File: src/rtl/gpio_od_pkg.sv
package gpio_od_pkg;

    // Bus and port geometry defaults
    localparam int ADDR_W     = 16;
    localparam int PORT_W     = 8;
    localparam int NUM_PORTS  = 3;
    localparam int WIN_STRIDE = 8;
    localparam logic [ADDR_W-1:0] MAP_BASE = 16'hF860;

    // Register slots inside one port window
    localparam int SLOT_PINS  = 0;
    localparam int SLOT_DRIVE = 2;
    localparam int SLOT_MODE  = 4;

    typedef enum logic [1:0] {
        SEL_NONE  = 2'd0,
        SEL_PINS  = 2'd1,
        SEL_DRIVE = 2'd2,
        SEL_MODE  = 2'd3
    } reg_sel_e;

    typedef struct packed {
        logic en;
        logic val;
    } pad_drive_t;

    // Per-pin pad control from mode bit (1 = open drain) and drive bit
    function automatic pad_drive_t pad_ctrl(input logic mode_od, input logic drive_bit);
        pad_drive_t r;
        r.val = drive_bit;
        r.en  = !(mode_od && drive_bit);
        return r;
    endfunction

endpackage

File: src/rtl/gpio_od_decode.sv
module gpio_od_decode
    import gpio_od_pkg::*;
#(
    parameter int AW      = ADDR_W,
    parameter int NPORTS  = NUM_PORTS,
    parameter int STRIDE  = WIN_STRIDE,
    parameter logic [AW-1:0] BASE = MAP_BASE
) (
    input  logic [AW-1:0]     addr,
    output logic [NPORTS-1:0] port_hit,
    output reg_sel_e          sel
);
    localparam int SLOT_W = $clog2(STRIDE);
    localparam int SPAN   = NPORTS * STRIDE;

    logic [AW-1:0]     off;
    logic              in_range;
    logic [SLOT_W-1:0] slot;

    assign off      = addr - BASE;
    assign in_range = (addr >= BASE) && (off < AW'(SPAN));
    assign slot     = off[SLOT_W-1:0];

    for (genvar i = 0; i < NPORTS; i++) begin : g_hit
        assign port_hit[i] = in_range && (off[AW-1:SLOT_W] == (AW-SLOT_W)'(i));
    end

    always_comb begin
        sel = SEL_NONE;
        if (in_range) begin
            if (slot == SLOT_W'(SLOT_PINS))       sel = SEL_PINS;
            else if (slot == SLOT_W'(SLOT_DRIVE)) sel = SEL_DRIVE;
            else if (slot == SLOT_W'(SLOT_MODE))  sel = SEL_MODE;
        end
    end
endmodule

File: src/rtl/gpio_od_port.sv
module gpio_od_port
    import gpio_od_pkg::*;
#(
    parameter int PW = PORT_W
) (
    input  logic          clk,
    input  logic          rst,
    input  logic          wr_mode,
    input  logic          wr_drive,
    input  logic [PW-1:0] wdata,
    input  logic [PW-1:0] pad_lvl,
    output logic [PW-1:0] mode_q,
    output logic [PW-1:0] drive_q,
    output logic [PW-1:0] lvl_q,
    output logic [PW-1:0] pad_out,
    output logic [PW-1:0] pad_oe
);
    logic [PW-1:0] lvl_meta;

    always_ff @(posedge clk) begin
        if (rst) begin
            mode_q  <= '1;
            drive_q <= '1;
        end else begin
            if (wr_mode)  mode_q  <= wdata;
            if (wr_drive) drive_q <= wdata;
        end
    end

    always_ff @(posedge clk) begin
        if (rst) begin
            lvl_meta <= '0;
            lvl_q    <= '0;
        end else begin
            lvl_meta <= pad_lvl;
            lvl_q    <= lvl_meta;
        end
    end

    for (genvar b = 0; b < PW; b++) begin : g_pin
        pad_drive_t pd;
        assign pd         = pad_ctrl(mode_q[b], drive_q[b]);
        assign pad_out[b] = pd.val;
        assign pad_oe[b]  = pd.en;
    end
endmodule

File: src/rtl/gpio_od_bank.sv
module gpio_od_bank
    import gpio_od_pkg::*;
#(
    parameter int AW      = ADDR_W,
    parameter int PW      = PORT_W,
    parameter int NPORTS  = NUM_PORTS,
    parameter int STRIDE  = WIN_STRIDE,
    parameter logic [AW-1:0] BASE = MAP_BASE
) (
    input  logic                 clk,
    input  logic                 rst,
    input  logic [AW-1:0]        reg_addr,
    input  logic                 reg_we,
    input  logic [PW-1:0]        reg_wdata,
    output logic [PW-1:0]        reg_rdata,
    input  logic [NPORTS*PW-1:0] pin_in,
    output logic [NPORTS*PW-1:0] pin_out,
    output logic [NPORTS*PW-1:0] pin_oe
);
    logic [NPORTS-1:0] port_hit;
    reg_sel_e          sel;

    logic [PW-1:0] mode_q  [NPORTS];
    logic [PW-1:0] drive_q [NPORTS];
    logic [PW-1:0] lvl_q   [NPORTS];

    gpio_od_decode #(
        .AW(AW), .NPORTS(NPORTS), .STRIDE(STRIDE), .BASE(BASE)
    ) u_decode (
        .addr(reg_addr), .port_hit(port_hit), .sel(sel)
    );

    for (genvar i = 0; i < NPORTS; i++) begin : g_port
        logic wr_mode, wr_drive;
        assign wr_mode  = reg_we && port_hit[i] && (sel == SEL_MODE);
        assign wr_drive = reg_we && port_hit[i] && (sel == SEL_DRIVE);

        gpio_od_port #(.PW(PW)) u_port (
            .clk     (clk),
            .rst     (rst),
            .wr_mode (wr_mode),
            .wr_drive(wr_drive),
            .wdata   (reg_wdata),
            .pad_lvl (pin_in[i*PW +: PW]),
            .mode_q  (mode_q[i]),
            .drive_q (drive_q[i]),
            .lvl_q   (lvl_q[i]),
            .pad_out (pin_out[i*PW +: PW]),
            .pad_oe  (pin_oe[i*PW +: PW])
        );
    end

    always_comb begin
        reg_rdata = '0;
        for (int i = 0; i < NPORTS; i++) begin
            if (port_hit[i]) begin
                case (sel)
                    SEL_PINS:  reg_rdata = lvl_q[i];
                    SEL_DRIVE: reg_rdata = drive_q[i];
                    SEL_MODE:  reg_rdata = mode_q[i];
                    default:   reg_rdata = '0;
                endcase
            end
        end
    end
endmodule

File: config.mk
export PLATFORM = sky130hd
export DESIGN_NAME = gpio_od_bank
export DESIGN_NICKNAME = d
export VERILOG_FILES = /design/src/rtl/gpio_od_pkg.sv /design/src/rtl/gpio_od_decode.sv /design/src/rtl/gpio_od_port.sv /design/src/rtl/gpio_od_bank.sv
export SDC_FILE = /design/constraint.sdc
export NUM_CORES = 1
export LEC_CHECK = 0
export BUFFER_PORTS_ARGS = -buffer_cell sky130_fd_sc_hd__buf_2
export CORE_ASPECT_RATIO = 1.4
export CORE_MARGIN = 2
export CORE_UTILIZATION = 50
export CTS_CLUSTER_DIAMETER = 60
export DETAILED_ROUTE_END_ITERATION = 10
export HOLD_SLACK_MARGIN = 0.05
export PLACE_DENSITY = 0.76
export REMOVE_ABC_BUFFERS = 1
export SLEW_MARGIN = 20
export SYNTH_ARGS = -nofsm -noshare
export SYNTH_HDL_FRONTEND = slang
export SYNTH_SLANG_ARGS = --single-unit
File: constraint.sdc
create_clock -name clk -period 7.3 [get_ports clk]
set_clock_uncertainty 0.1 [all_clocks]
set_input_delay 0.365 -clock clk [delete_from_list [all_inputs] [get_ports clk]]
set_output_delay 0.365 -clock clk [all_outputs]
set_load 0.01 [all_outputs]
==> flow_summary.yaml <==
min_path:
  hp-class: "in2reg"
  whs_path_depth: 2
layout:
  final_util: 0.6057
  nNetsFinal: 619
  layout-drive-gt1-share: 0.2574
  diodes: 0
  syn2layout_area_growth_pct: 19.46
grt:
  gr-total-overflow: 0
  grt.total_usage: 0.2467
  grt_max_degree: 66
  grt_pass1_vias: 3459
  antenna_found_initial: 0
  grt_pass1_wl_mm: 17.50
power_and_ir_drop:
  power_density_mw_per_mm2: 205.9
  irDropWorstVdd_uv: 138.1
  leakagePower_nw: 2.370
sta:
  period_share: 0.4692
  setup_tns_ns: 0
  setup_viol: 0
  rsz0062_at_grt: "false"
  tightest_slew_ns: 1.013
  fmax_mhz: 292.0
  period_minus_slack_ns: 3.425
  finalHoldViolCount: 0
  relSlewSlack: 0.3203
  maxSlewViolCount: 0
route:
  firstDrtPassIters: 5
  viasPerCell: 5.759
  first_iter_violations: 344
  routedWlPerCell_um: 16.95
  ant_nets: 0
  remaining_drc_errors: 0
  num_vias: 3893
  wl_mm: 11.46
worst_setup_path:
  critical_path_required_ns: 6.84
  cp_data_arrival_time_ns: 2.96
  worstSetupEndpointType: "output port"
  startpoint_type: "input port"
  criticalPathCategory: "in2out"
  crit_fanout: 16
  rr_worst_depth: 2
clock_tree:
  numCtsBuffers: 9
  cts_root_buffer: "clkbuf_16"
  ctsLongestPathBuffers: 2
  cts.clk_slew.worst_paths_ns: 0.07
  cts_tree: "yes"
  htree_levels: 3
  cts_num_sinks: 96
  cts_resized: 0
  cts_setup_buffers: 0
  clkLatencyLatePin_ns: 0.34
  hold_buffers: 0
floorplan:
  dieArea_sq_mm: 0.009398
  coreArea_sq_mm: 0.008508
  num_io_pins: 107
  die_w_um: 82.51
  die_h_um: 113.9
  fp-row-count: 40
  start_util: 0.5071
yosys:
  synth_top_area_share: 0.4455
  syn_area_per_cell_sq_um: 8.988
  synth_seq_cells: 96
  syn_inst: 480
  yosys_warnings: 0
  synth.distinct_cells: 45
  synth_edf_count: 0
  synth_ff_type: "dfxtp_1"
  async_reset_ff_frac: 0
  syn-cell-area_sq_mm: 0.004314
  synth_area_leaders: "dfxtp_1 (45%), mux2i_1 (11%), nor2b_1 (7.3%)"
  synth_seq_area_share: 0.4455
  yosysTopAreaCell: "dfxtp_1"
run:
  drv_cap: 0
place:
  dp_hpwl_mm: 7.889
  io_buffers: 106
  globalplace.congestion: 0.9353
status:
  status: "complete, no violations"
-- stage by stage --
step	instance area, sq um	hold WS [ns]	setup WS, ns	power (mW)	instances
2_1_floorplan	4179	0.3138	4.433	0.5888	447
3_5_place_dp	4856	0.3204	3.738	0.6327	660
5_1_grt	5154	0.1215	3.744	1.100	676
4_1_cts	5135	0.1172	3.937	1.069	676
6_report	5154	0.1287	3.875	1.061	676
3_3_place_gp	4856	0.3163	3.924	0.6303	660
-- Yosys cell counts, types with 2 or more instances --
cell	count
o21ai_0	17
nor4bb_1	2
a211oi_1	2
nor2b_1	50
buf_2	3
nor4_1	2
o31ai_1	16
nand2_1	49
nor3_1	11
nand4b_1	2
nand3b_1	2
mux2i_1	48
a2111oi_4	2
a21oi_1	18
ha_1	2
o211ai_1	8
nand3_1	35
dfxtp_1	96
or2_2	2
inv_1	9
o221a_2	8
buf_1	3
a2111o_1	2
or4_1	3
nor2_1	33
clkbuf_1	26
or3_1	2
nand4_1	9
or4_2	2
-- routing by layer --
metal	part of all wire	vias up	wire length, um	track usage
met4	0.029	0	328	0.1060
met2	0.50	171	5726	0.4070
met5	0	-	0	0
li1	-	1875	-	-
met3	0.071	27	818	0.03956
met1	0.40	1820	4587	0.3145
-- path summary, 6_finish.rpt --
path	to	startpoint	slack [ns]
setup / recovery	reg_rdata[2]	reg_addr[5]	3.87
hold / removal	g_port[1].u_port.lvl_meta[7]	pin_in[15]	0.13
setup reg to reg	g_port[0].u_port.drive_q[0]	g_port[0].u_port.drive_q[0]	6.49
hold reg to reg	g_port[2].u_port.lvl_q[2]	g_port[2].u_port.lvl_meta[2]	0.33
-- flip-flops by register name (all words and copies together), names as in the netlist --
register / cells
g_port.u_port.mode_q: 24
g_port.u_port.lvl_meta: 24
g_port.u_port.lvl_q: 24
g_port.u_port.drive_q: 24
-- worst max-delay path: stages --
cell and delay [ns]:
buf_2 0.14, ha_1 0.31, nand4b_1 0.26, or4_1 0.71, a2111o_1 0.64, o31ai_1 0.15
o221a_2 0.24, buf_2 0.13
-- layout by cell type (no fill, tap or decap), drive strengths merged, types with 2 or more instances in the layout --
cell,count
a21oi,19
o21ai,18
or4,5
clkbuf,9
a211oi,2
nand4,10
and3b,2
buf,108
nor3,11
or3,2
o211ai,8
nand2,49
nand4b,2
clkinvlp,2
nor4,2
a2111o,2
or2,2
a2111oi,2
nor4bb,2
nor2,33
dfxtp,96
ha,2
inv,12
nand3,35
nor2b,50
mux2i,48
o221a,8
nand3b,2
o31ai,16
clkinv,2
-- logic make-up after synthesis --
family	count (synthesis)	share of synthesized area
and+or+nand+nor	211	0.2581
DFF	96	0.4455
AOI/OAI and AO/OA	80	0.1381
muxes	48	0.1114
buffers and inverters	42	0.03915
adders and majority gates	2	0.005800
xor gates and xnor gates	1	0.002031
-- power by group --
group / switching, mW / total [mW] / leakage [nW] / internal (mW)
sequential: 0.00253 / 0.538 / 0.786 / 0.536
combinational: 0.0507 / 0.0838 / 1.45 / 0.0332
clock: 0.205 / 0.439 / 0.134 / 0.234
-- cell type report --
type	count	area [sq um]
tap	105	131.4
multi-input combinational	342	2242
clock buffer	9	225.2
fill	784	3354
inverter	9	33.78
sequential	96	1922
timing repair buffer	108	545.5
clock inverter	7	53.80
No activity file was read; power rests on OpenSTA's default activity.
